--- src/rtl/incr_adc_pkg.sv ---
package incr_adc_pkg;

    typedef enum logic [1:0] {
        ST_IDLE,
        ST_RESET_WIN,
        ST_INTEGRATE
    } adc_state_e;

    // Join the two counter halves, saturate on the top code, divide by four.
    function automatic logic [15:0] form_sample(input logic [7:0] hi,
                                                input logic [7:0] lo,
                                                input logic [7:0] sat_hi);
        logic signed [15:0] raw;
        raw = {hi, ~lo};
        if (hi == sat_hi) begin
            raw = {hi - 8'd1, 8'hFF};
        end
        return 16'(raw >>> 2);
    endfunction

endpackage

--- src/rtl/comp_edge_sync.sv ---
module comp_edge_sync #(
    parameter int STAGES = 2
) (
    input  logic clk,
    input  logic rst_n,
    input  logic async_i,
    output logic rise_o
);
    // chain[STAGES-1] is the synchronized level, chain[STAGES] its previous value
    logic [STAGES:0] chain;

    always_ff @(posedge clk or negedge rst_n) begin
        if (!rst_n) begin
            chain <= '0;
        end else begin
            chain <= {chain[STAGES-1:0], async_i};
        end
    end

    assign rise_o = chain[STAGES-1] & ~chain[STAGES];
endmodule

--- src/rtl/split_pulse_counter.sv ---
module split_pulse_counter #(
    parameter int         LO_W      = 8,
    parameter int         HI_W      = 8,
    parameter logic [7:0] HI_PRESET = 8'hE0
) (
    input  logic            clk,
    input  logic            rst_n,
    input  logic            preset_i,
    input  logic            dec_i,
    output logic [HI_W-1:0] hi_o,
    output logic [LO_W-1:0] lo_o
);
    always_ff @(posedge clk or negedge rst_n) begin
        if (!rst_n) begin
            lo_o <= '1;
            hi_o <= HI_W'(HI_PRESET);
        end else if (preset_i) begin
            lo_o <= '1;
            hi_o <= HI_W'(HI_PRESET);
        end else if (dec_i) begin
            lo_o <= lo_o - 1'b1;
            if (lo_o == '0) begin
                hi_o <= hi_o + 1'b1;
            end
        end
    end
endmodule

--- src/rtl/incr_adc_seq.sv ---
module incr_adc_seq #(
    parameter int NUMBITS = 12,
    parameter int CNT_W   = 8
) (
    input  logic             clk,
    input  logic             rst_n,
    input  logic             start_i,
    input  logic [CNT_W-1:0] conv_count_i,
    input  logic             tick_i,
    input  logic             comp_i,
    input  logic             clr_valid_i,
    output logic             integ_rst_o,
    output logic             active_o,
    output logic             valid_o,
    output logic [15:0]      sample_o
);
    import incr_adc_pkg::*;

    localparam int         WIN_TICKS = 1 << (NUMBITS - 6);
    localparam int         TMR_W     = NUMBITS - 5;
    localparam logic [7:0] HI_PRESET = 8'(-(1 << (NUMBITS - 7)));
    localparam logic [7:0] SAT_HI    = 8'(1 << (NUMBITS - 7));

    adc_state_e       state, state_nxt;
    logic [TMR_W-1:0] win_left;
    logic [CNT_W-1:0] conv_left;
    logic             comp_rise;
    logic [7:0]       cnt_hi, cnt_lo;
    logic             win_open, win_close, cnt_dec;

    comp_edge_sync #(.STAGES(2)) u_sync (
        .clk     (clk),
        .rst_n   (rst_n),
        .async_i (comp_i),
        .rise_o  (comp_rise)
    );

    assign win_open  = !start_i && state == ST_RESET_WIN && tick_i;
    assign win_close = !start_i && state == ST_INTEGRATE && tick_i
                       && win_left == TMR_W'(1);
    assign cnt_dec   = !start_i && state == ST_INTEGRATE && comp_rise && !win_close;

    split_pulse_counter #(.LO_W(8), .HI_W(8), .HI_PRESET(HI_PRESET)) u_cnt (
        .clk      (clk),
        .rst_n    (rst_n),
        .preset_i (win_open),
        .dec_i    (cnt_dec),
        .hi_o     (cnt_hi),
        .lo_o     (cnt_lo)
    );

    // next-state logic
    always_comb begin
        state_nxt = state;
        if (start_i) begin
            state_nxt = ST_RESET_WIN;
        end else begin
            unique case (state)
                ST_IDLE:      state_nxt = ST_IDLE;
                ST_RESET_WIN: if (tick_i) state_nxt = ST_INTEGRATE;
                ST_INTEGRATE: if (win_close)
                                  state_nxt = (conv_left == CNT_W'(1)) ? ST_IDLE
                                                                      : ST_RESET_WIN;
                default:      state_nxt = ST_IDLE;
            endcase
        end
    end

    // state register
    always_ff @(posedge clk or negedge rst_n) begin
        if (!rst_n) state <= ST_IDLE;
        else        state <= state_nxt;
    end

    // window timer, conversion countdown, sample and flag
    always_ff @(posedge clk or negedge rst_n) begin
        if (!rst_n) begin
            win_left  <= '0;
            conv_left <= '0;
            valid_o   <= 1'b0;
            sample_o  <= '0;
        end else if (start_i) begin
            conv_left <= conv_count_i;
            valid_o   <= 1'b0;
        end else begin
            if (win_open) begin
                win_left <= TMR_W'(WIN_TICKS);
            end else if (state == ST_INTEGRATE && tick_i) begin
                win_left <= win_left - 1'b1;
            end
            if (win_close) begin
                sample_o <= form_sample(cnt_hi, cnt_lo, SAT_HI);
                valid_o  <= 1'b1;
                if (conv_left != '0) conv_left <= conv_left - 1'b1;
            end else if (clr_valid_i) begin
                valid_o <= 1'b0;
            end
        end
    end

    // state-decoded outputs
    always_comb begin
        integ_rst_o = (state != ST_INTEGRATE);
        active_o    = (state != ST_IDLE);
    end
endmodule

--- config.mk ---
export PLATFORM = sky130hd
export DESIGN_NAME = incr_adc_seq
export DESIGN_NICKNAME = d
export VERILOG_FILES = /design/src/rtl/incr_adc_pkg.sv /design/src/rtl/comp_edge_sync.sv /design/src/rtl/split_pulse_counter.sv /design/src/rtl/incr_adc_seq.sv
export SDC_FILE = /design/constraint.sdc
export NUM_CORES = 1
export LEC_CHECK = 0
export ABC_AREA = 1
export BUFFER_PORTS_ARGS = -buffer_cell sky130_fd_sc_hd__buf_2
export CORE_ASPECT_RATIO = 2
export CORE_MARGIN = 4
export CORE_UTILIZATION = 35
export DETAILED_ROUTE_END_ITERATION = 12
export GPL_ROUTABILITY_DRIVEN = 0
export PLACE_DENSITY_LB_ADDON = 0.15
export RECOVER_POWER = 50
export SETUP_SLACK_MARGIN = 0.4
export SYNTH_ARGS = -nofsm -noshare
export SYNTH_HDL_FRONTEND = slang
export SYNTH_HIERARCHICAL = 1
export SYNTH_SLANG_ARGS = --single-unit
--- constraint.sdc ---
create_clock -name clk -period 1.79 [get_ports clk]
set_input_delay 0.179 -clock clk [delete_from_list [all_inputs] [get_ports clk]]
set_output_delay 0.179 -clock clk [all_outputs]
set_load 0.03 [all_outputs]
Word-level counts from Yosys, hierarchy flattened. Index checks and enable logic that the tools add are counted.

Bits in registers: 51. Logic and storage cells: 68. Bits of input ports: 14. Output and inout bits: 19.

Multiplexer cells: 19. Bitwise operators: 4. Eq/ne operators: 8. $add $sub $neg: 5. Reduce and logical (&&, ||, !) cells: 24.

Operators with widths (count): $mux 8 (8); $sub 8x1->8 const B (3); $mux 16 (1); $mux 7 (2); $reduce_bool 2->1 (6); $reduce_and 2->1 (5); $add 8x1->8 const B (1); $eq 8x1->1 const B (1); $eq 8x6->1 const B (1); $logic_and 1x1->1 (8); $logic_not 8->1 (1); $not 8->8 (1); $reduce_bool 8->1 (1); $eq 7x1->1 const B (1); $sub 7x1->7 const B (1); $mux 2 (3); $ne 3x3->1 const B (2); $mux 1 (4); $pmux 2 s2 (1); $reduce_bool 3->1 (1); $eq 2x1->1 const B (1); $eq 2x2->1 const B (1); $logic_not 1->1 (2); $ne 2x2->1 const B (1); other kinds (2) (3).

Longest topological paths before layout. Gate-level depths: netlist of run 1.

Word-level depth: 8. Mapped depth: 14. Gate-level depth less buffers: 14.

Modules after synthesis. Netlist of run 1, hierarchy kept.

By module, submodules not included: incr_adc_seq (cells an instance 262, sequential area each 800.8 sq um, area an instance 1938.1 sq um, instances 1); split_pulse_counter (cells an instance 112, sequential area each 414.1 sq um, area an instance 908.4 sq um, instances 1); comp_edge_sync (cells an instance 5, sequential area each 75.1 sq um, area an instance 85.1 sq um, instances 1).

Worst setup path after synthesis of run 1. Ideal clock, no wire load.

Kind: reg-to-reg. Start point: register state[0]. End point: register u_cnt.hi_o[4]. Buffers on the path: 0. Stages on the path, launching flop included: 15. Required time: 1.671 ns. Clock period less this slack: 1.973 ns. Data arrival time: 1.855 ns. Setup time: 0.119 ns. Slack: -0.183 ns. Cells stage by stage: dfrtp_1 inv_1 ha_1 nand3_4 nor2_4 nand2_1 nand3_2 nor2_1 inv_2 nor2_2 nand2_2 nor2_8 nor2_4 nand2_1 o21ai_2.

Word-level cells in the longest chain between the ends: 8. Elaborated cells on any way between the ends: 14. Classes of those cells: eq/ne (2); mux (1); reduce/logical (11).

Ends and longest elaborated chain: start: declaration (RTL line incr_adc_seq.sv:24) `adc_state_e state, state_nxt;`; start signal: assignment (RTL line incr_adc_seq.sv:72) `else state <= state_nxt;`; $eq 2x2->1 (*) (RTL line incr_adc_seq.sv:39, incr_adc_seq.sv:41); $logic_and 1x1->1 (*) (RTL line incr_adc_seq.sv:39, incr_adc_seq.sv:41); $logic_and 1x1->1 (RTL line incr_adc_seq.sv:39) `assign win_close = !start_i && state == ST_INTEGRATE && tick_i`; $logic_and 1x1->1 (RTL line incr_adc_seq.sv:40) `&& win_left == TMR_W'(1);`; $logic_not 1->1 (RTL line incr_adc_seq.sv:41) `assign cnt_dec = !start_i && state == ST_INTEGRATE && comp_rise && !win_close;`; $logic_and 1x1->1 (*) (RTL line incr_adc_seq.sv:41); net cnt_dec (RTL line incr_adc_seq.sv:29) `logic win_open, win_close, cnt_dec;`; $reduce_bool 2->1 (no line) (*); $reduce_and 2->1 (no line) (*); end signal: assignment (RTL line split_pulse_counter.sv:16) `hi_o <= HI_W'(HI_PRESET);`; end signal: assignment (RTL line split_pulse_counter.sv:19) `hi_o <= HI_W'(HI_PRESET);`; end signal: assignment (RTL line split_pulse_counter.sv:23) `hi_o <= hi_o + 1'b1;`; end: declaration (RTL line split_pulse_counter.sv:10) `output logic [HI_W-1:0] hi_o,`.

Mark *: on every way through the listed nets, which the timed path passes. The rest lies on a longest branch. A chain may end at the register's enable or synchronous reset.

Final worst setup path of run 1.
Start point: register state[1]. End point: register u_cnt.hi_o[4].

The elaborated chain is that of the path after synthesis.

==> metrics.md, run 1 <==
| Metric | Value |
|---|---|
| CP Class | reg -> reg |
| DP HPWL | roughly 5300 um |
| Worst setup EP type | flip-flop |
| RSZ-0062 raised after global routing | true |
| CTS sink cnt | around 50 |
| Area grow syn2layout | 36.83% |
| Run status | complete, no violations |
| Syn Nets | around 410 |
| CORE AREA | roughly 8200 sq um |
| First-pass GRT wire length | between 10,000 and 15,000 um |
| CTS HTree Levels | 2 |
| Mapped Cells | ~380 |
| Most used DFF post-synth | dfrtp_1 |
| Drt total wl | between 7000 and 8000 um |
| Number of global-route vias before repair | about 2,700 |
| Fmax | around 0.6 GHz |
| Yosys warns | 6 |
| Root buffer cell | clkbuf_16 |
| Routed vias | about 2,700 |
| Count leader, synth | nand2_1 |
| DR vias/cell | between 4 and 5 |
| Min cycle time layout | approximately 1.7 ns |
| Initial antenna violation count | 0 |
| Net Sw Frac | 0.3548 |
| Overall power | ~0.0035 W |
| Post-synth ARST share | 1.000 |
| Final nets | about 490 |
| Syn Std Cell Area | slightly below 3000 sq um |
| Initial DRC Count | roughly 140 |
| Width of the die | around 73 um |
| Register area share after synthesis | 0.4400 |
| Setup Viol. Count Final | 0 |
| Worst Tran Pin Value | between 1 and 1.5 ns |
| Clk_skew | a little over 0.005 ns |
| Most frequent cells after synthesis | nand2_1 (119), inv_1 (44), dfrtp_1 (40) |
| Layout cell share with drive strength beyond 1 | 0.3666 |
| Unique cell type count in the Yosys netlist | 29 |
| Routed Antenna Nets | 0 |
| Final Hold Fails | 0 |
| Clock latency on the worst-skew pair | around 0.30 ns |
| I/O Buffers | 32 |
| WP data required | about 2.0 ns |
| Total grt overflow | 0 |
| Sequential power share | 0.406 |
| #FFs+latches synth | 51 |
| Die Span Y | ~140 um |
| Rows | 47 |
| Total CTS buffers | 5 |
| Clock share of power | 0.275 |
| Internal power | 0.002284 W |
| Hold crit path type | in -> reg |
| Crit-path max FO | 7 |
| Max_slew headroom | 0.1982 |
| Routed len/inst | 13.68 um |
| Dominant cells by area after synthesis | dfrtp_1 (34%), nand2_1 (15%), dfstp_2 (9.9%) |
| Starting Density | 0.3561 |
| Power per cell area | 882.4 nW/um^2 |
| Max-cap violation count | 0 |
| Peak supply drop | around 0.43 mV |
| Cell taking the most area after synthesis | dfrtp_1 |
| IO Count | 33 |
| TritonRoute pass-1 iters | 4 |
| Total track usage | 0.1600 |
| Gate power share | 0.319 |
| EDFF count, synth | 0 |
| Final slew viol count | 0 |
| Share of the synthesized area in the top cell type | 0.3414 |
| Psw | between 0.001 and 0.0015 W |
| Static Leak | 2.113 nW |
| Layout Utilization | 0.4872 |
| Kind of start point of the critical path | flip-flop |
| Fin crit share | 0.9519 |
| Crit path arrival time | between 1.5 and 2 ns |
| Clock-pin slew on the worst setup and hold paths | approximately 0.07 ns |
| CTS Buffer Depth | 2 |
| Largest net degree at the start of global routing | 52 |
| TritonCTS clock tree | built |
| ANT cells | 0 |
| DRC Markers | 0 |
| Filler cell count | 831 |
| Syn Area/Cell | slightly below 8 sq um |
| Die area | roughly 10000 sq um |
cell usage in the layout, fill, tap and decap left out:
master / count
nor2_2: 5
a21oi_1: 9
dfstp_2: 11
inv_6: 1
inv_2: 7
inv_1: 36
nor3b_2: 1
clkbuf_1: 4
clkinv_2: 2
dfrtp_1: 40
dlygate4sd3_1: 2
buf_6: 12
nand2_4: 5
ha_1: 9
nand3_4: 5
nand2_8: 2
nor2_4: 8
clkinvlp_4: 1
nand3_2: 3
o21ai_0: 10
nand2_1: 103
nor2_8: 1
buf_4: 33
a21oi_2: 2
ha_4: 4
o21ai_2: 9
nand3b_1: 3
nand4_1: 6
o21ai_1: 8
nand2_2: 14
or2_2: 2
buf_8: 1
nor3_4: 2
inv_4: 4
nand3_1: 35
clkbuf_16: 5
nor3_2: 2
nor3_1: 4
nor2_1: 23
buf_2: 27
flip-flops by register name, indices dropped and copies added, names as in the netlist:
register,flops
sample_o,14
u_cnt/hi_o,8
u_sync/chain,3
conv_left,8
win_left,7
valid_o,1
u_cnt/lo_o,8
state,2
cell families after synthesis:
kind of cell / synth area share
DFF: 0.4400
AOI/OAI and AO/OA: 0.06871
buffers and inverters: 0.07768
and+or+nand+nor: 0.3581
adders and majority gates: 0.05549
worst max-delay path, cell delays in order, from the launching register on:
cell and delay (ns):
dfrtp_1 0.41, ha_4 0.18, nand3_4 0.09, nor2_4 0.04, nand2_2 0.08, nand3_4 0.08, nor2_4 0.10, inv_2 0.07
nor2_4 0.09, nand2_4 0.09, nor2_8 0.16, nor2_4 0.07, nand2_1 0.08, o21ai_2 0.05
area by class of cell:
cell class                      count  area, sq um  share of cell area
Clock buffer                        5        125.1             0.03119
Clock inverter                      3        18.77            0.004679
Inverter                           47        186.4             0.04648
Multi-Input combinational cell    275         1693              0.4220
Sequential cell                    51         1290              0.3216
Tap cell                           98        122.6             0.03057
Timing Repair Buffer               79        568.0              0.1416
Timing Repair inverter              1        7.507            0.001871
metal layers:
layer | global-route usage | up-vias | wire length [um]
met1 | 0.1658 | 1274 | 2906
li1 | - | 1382 | -
met4 | 0.08008 | 0 | 223
met2 | 0.3018 | 40 | 4323
met3 | 0.02264 | 16 | 195
met5 | 0 | - | 0
repair_timing:
action	in CTS	in global routing
gates resized for setup	50	36
gates cloned	3	0
buffers inserted	12	12
pin swaps	21	12
hold buffers	2	0
setup endpoints to repair	46	47
endpoints found under the hold margin	41	0
final timing paths:
check | to | slack [ns] | startpoint | cells past startpoint
max | u_cnt/hi_o[4] | 0.09 | state[1] | 13
min | valid_o | 0.12 | clr_valid_i | 4
max reg2reg | u_cnt/hi_o[4] | 0.09 | state[1] | 13
min reg2reg | u_sync/chain[1] | 0.37 | u_sync/chain[0] | 0
max in group asynchronous | win_left[6] | 0.28 | rst_n | 3
min in group asynchronous | conv_left[1] | 0.74 | rst_n | 3
through the flow:
stage | setup slack, ns | cell area [sq um] | cells | hold slack, ns | setup TNS [ns]
3_3_place_gp | 0.08054 | 3371 | 522 | 0.1936 | 0
5_1_grt | -0.02163 | 4011 | 559 | 0.1346 | -0.07578
3_5_place_dp | 0.03381 | 3371 | 522 | 0.2014 | 0
2_1_floorplan | 0.002120 | 2969 | 379 | -0.1166 | 0
6_report | 0.08605 | 4011 | 559 | 0.1188 | 0
4_1_cts | 0.06810 | 3820 | 547 | 0.1234 | 0
power groups by stage:
stage	Combinational (W)	Clock, W	Sequential, W
floorplan	0.000577	0	0.00145
global placement	0.000887	0	0.00143
detailed placement	0.000896	0	0.00144
CTS	0.00102	0.00102	0.00143
global route	0.00127	0.00105	0.00145
finish	0.00113	0.000973	0.00144
Note: power is estimated with default switching activity, not from simulation.
==> run 2: changes to the inputs <==
--- a/config.mk
+++ b/config.mk
@@ -12,7 +12,6 @@
 export CORE_UTILIZATION = 35
 export DETAILED_ROUTE_END_ITERATION = 12
 export GPL_ROUTABILITY_DRIVEN = 0
-export PLACE_DENSITY_LB_ADDON = 0.15
 export RECOVER_POWER = 50
 export SETUP_SLACK_MARGIN = 0.4
 export SYNTH_ARGS = -nofsm -noshare
==> metrics.md, run 2 (synthesized netlist as in run 1, its figures left out) <==
| Metric | Value |
|---|---|
| Run status | complete, no violations (unchanged) |
| Routed Antenna Nets | 0 (unchanged) |
| ANT cells | 0 (unchanged) |
| Static Leak | 2.047 nW (was 2.113 nW) |
| Largest net degree at the start of global routing | 52 (unchanged) |
| Sequential power share | 0.409 (was 0.406) |
| Width of the die | 72.72 um (unchanged) |
| Fmax | 0.5773 GHz (was 0.5869 GHz) |
| Crit-path max FO | 7 (unchanged) |
| Max-cap violation count | 0 (unchanged) |
| Area grow syn2layout | 34.66% (was 36.83%) |
| Placed inst area | 3363 sq um (was 3371 sq um) |
| Starting Density | 0.3561 (unchanged) |
| Max_slew headroom | 0.2061 (was 0.1982) |
| Worst path most repeated cell | nor2_4 (unchanged) |
| Total CTS buffers | 5 (unchanged) |
| Fin crit share | 0.9677 (was 0.9519) |
| Peak supply drop | 0.5118 mV (was 0.4323 mV) |
| WP data required | 2.01 ns (was 1.98 ns) |
| Min cycle time layout | 1.732 ns (was 1.704 ns) |
| Number of global-route vias before repair | 2,659 (was 2,720) |
| Net Sw Frac | 0.3472 (was 0.3548) |
| CTS Buffer Depth | 2 (unchanged) |
| Crit path buf inv count | 2 (was 1) |
| Commonest cells after routing, fill and taps aside | nand2_1 (106), dfrtp_1 (40), inv_1 (34) (was nand2_1 (103), dfrtp_1 (40), inv_1 (36)) |
| Total track usage | 0.1594 (was 0.1600) |
| Clock-pin slew on the worst setup and hold paths | 0.06 ns (was 0.07 ns) |
| Worst setup EP type | flip-flop (unchanged) |
| First-pass GRT wire length | 12,210 um (was 12,460 um) |
| DP HPWL | 5452 um (was 5317 um) |
| DRC Markers | 0 (unchanged) |
| I/O Buffers | 32 (unchanged) |
| DR vias/cell | 4.870 (was 4.852) |
| Rows | 47 (unchanged) |
| Clock share of power | 0.266 (was 0.275) |
| RSZ-0062 raised after global routing | true (unchanged) |
| Hold crit path type | in -> reg (unchanged) |
| TritonCTS clock tree | built (unchanged) |
| CP Class | reg -> reg (unchanged) |
| Worst path depth | 14 (was 13) |
| Root buffer cell | clkbuf_16 (unchanged) |
| Critical-path cell with the highest stage delay | dfrtp_1 (unchanged) |
| Drt total wl | 7721 um (was 7649 um) |
| CORE AREA | 8233 sq um (unchanged) |
| Initial DRC Count | 116 (was 139) |
| Die Span Y | 137.4 um (unchanged) |
| Final nets | 481 (was 487) |
| IO Count | 33 (unchanged) |
| Clk_skew | 0.004359 ns (was 0.005083 ns) |
| Initial antenna violation count | 0 (unchanged) |
| Layout cell share with drive strength beyond 1 | 0.3538 (was 0.3666) |
| Final Hold Fails | 0 (unchanged) |
| CTS sink cnt | 51 (unchanged) |
| Cell depth of the worst flop-to-flop path | 14 (was 13) |
| Placed cell count | 521 (was 522) |
| Filler cell count | 806 (was 831) |
| Power per cell area | 891.6 nW/um^2 (was 882.4 nW/um^2) |
| Final Cell Area | 3948 sq um (was 4011 sq um) |
| CTS HTree Levels | 2 (unchanged) |
| Total grt overflow | 0 (unchanged) |
| Psw | 0.001222 W (was 0.001256 W) |
| Setup Viol. Count Final | 0 (unchanged) |
| Worst Tran Pin Value | 1.191 ns (was 1.203 ns) |
| Top reg by flops | sample_o (unchanged) |
| Worst Hold Depth | 4 (unchanged) |
| Cell Count, Final, Fillers Out | 553 (was 559) |
| Clock latency on the worst-skew pair | 0.29 ns (was 0.30 ns) |
| Worst path max stage delay | 0.40 ns (was 0.41 ns) |
| Crit path arrival time | 1.95 ns (was 1.89 ns) |
| Kind of start point of the critical path | flip-flop (unchanged) |
| Max reg flops | 14 (unchanged) |
| Final slew viol count | 0 (unchanged) |
| Die area | 9993 sq um (unchanged) |
| Delay-heaviest family, CP | simple AND/OR/NAND/NOR gates (unchanged) |
| Crit-path cells | inv_2 > ha_4 > nand3_4 > nor2_4 > nand2_2 > nand3_4 > nor2_4 > inv_2 > nor2_4 > nand2_4 > nor2_8 > nor2_4 > nand2_1 > o21ai_1 (was ha_4 > nand3_4 > nor2_4 > nand2_2 > nand3_4 > nor2_4 > inv_2 > nor2_4 > nand2_4 > nor2_8 > nor2_4 > nand2_1 > o21ai_2) |
| Routed len/inst | 13.96 um (was 13.68 um) |
| TritonRoute pass-1 iters | 4 (unchanged) |
| Internal power | 0.002297 W (was 0.002284 W) |
| Gate power share | 0.326 (was 0.319) |
| Routed vias | 2,693 (was 2,712) |
| Commonest non-fill, non-tap cell in the layout | nand2_1 (unchanged) |
## run 2: cell count changes in the layout (fill, tap and decap cells not counted), sizes merged
cell / change
clkbuf: +2
buf: -4
clkinvlp: -1
clkinv: -2
inv: -1
## run 2: layer usage
metal  up-vias  wire length [um]  track usage
li1       1357                 -            -
met1      1285              2705       0.1561
met2        37              4603       0.3094
met3        14               179      0.02630
met4         0               233      0.07700
met5         -                 0            0
## run 2: path summary, 6_finish.rpt
kind	startpoint	endpoint	slack, ns
setup / recovery	state[0]	u_cnt/hi_o[3]	0.06
hold / removal	clr_valid_i	valid_o	0.14
setup reg to reg	state[0]	u_cnt/hi_o[3]	0.06
hold reg to reg	u_sync/chain[0]	u_sync/chain[1]	0.35
max in group asynchronous	rst_n	u_cnt/hi_o[1]	0.30
min in group asynchronous	rst_n	sample_o[11]	0.74
## run 2: cell type report
type / instances / area [sq um] / share of cell area
Timing Repair Buffer: 74 / 528.0 / 0.1338
Tap cell: 98 / 122.6 / 0.03106
Inverter: 47 / 191.4 / 0.04849
Multi-Input combinational cell: 275 / 1679 / 0.4254
Sequential cell: 51 / 1290 / 0.3268
Clock buffer: 8 / 136.4 / 0.03455
## run 2: repair_timing
item / 4_1_cts / 5_1_grt
cloned: 3 / 0
setup endpoints to repair: 49 / 49
setup buffers: 9 / 10
resized for setup: 39 / 49
hold buffers: 2 / 0
pin swaps: 13 / 15
endpoints found under the hold margin: 41 / 0
## run 2: stage by stage
step                      hold slack [ns]  setup slack (ns)    util  setup TNS, ns  power, W
after global placement             0.1895           0.07359  0.4085              0  0.002311
after CTS                          0.1198           0.06968  0.4532              0  0.003396
final                              0.1432           0.05783  0.4795              0  0.003520
after floorplan                   -0.1166          0.002120       -              0  0.002028
after global routing               0.1426          -0.07899  0.4795        -0.3402  0.003740
after detailed placement           0.1958           0.04632  0.4085              0  0.002338
## run 2: power groups by stage
stage,clock network [W],logic [W],registers (W)
after floorplan,0,0.000577,0.00145
after global placement,0,0.000874,0.00144
after detailed placement,0,0.000896,0.00144
after CTS,0.000980,0.000988,0.00143
after global routing,0.00102,0.00127,0.00146
final,0.000935,0.00115,0.00144
## run 2: tightest hold or removal path, delay by kind of cell
| kind | cells | cell delay [ns] |
|---|---|---|
| buffers and inverters | 1 | 0.08 |
| and+or+nand+nor | 3 | 0.14 |
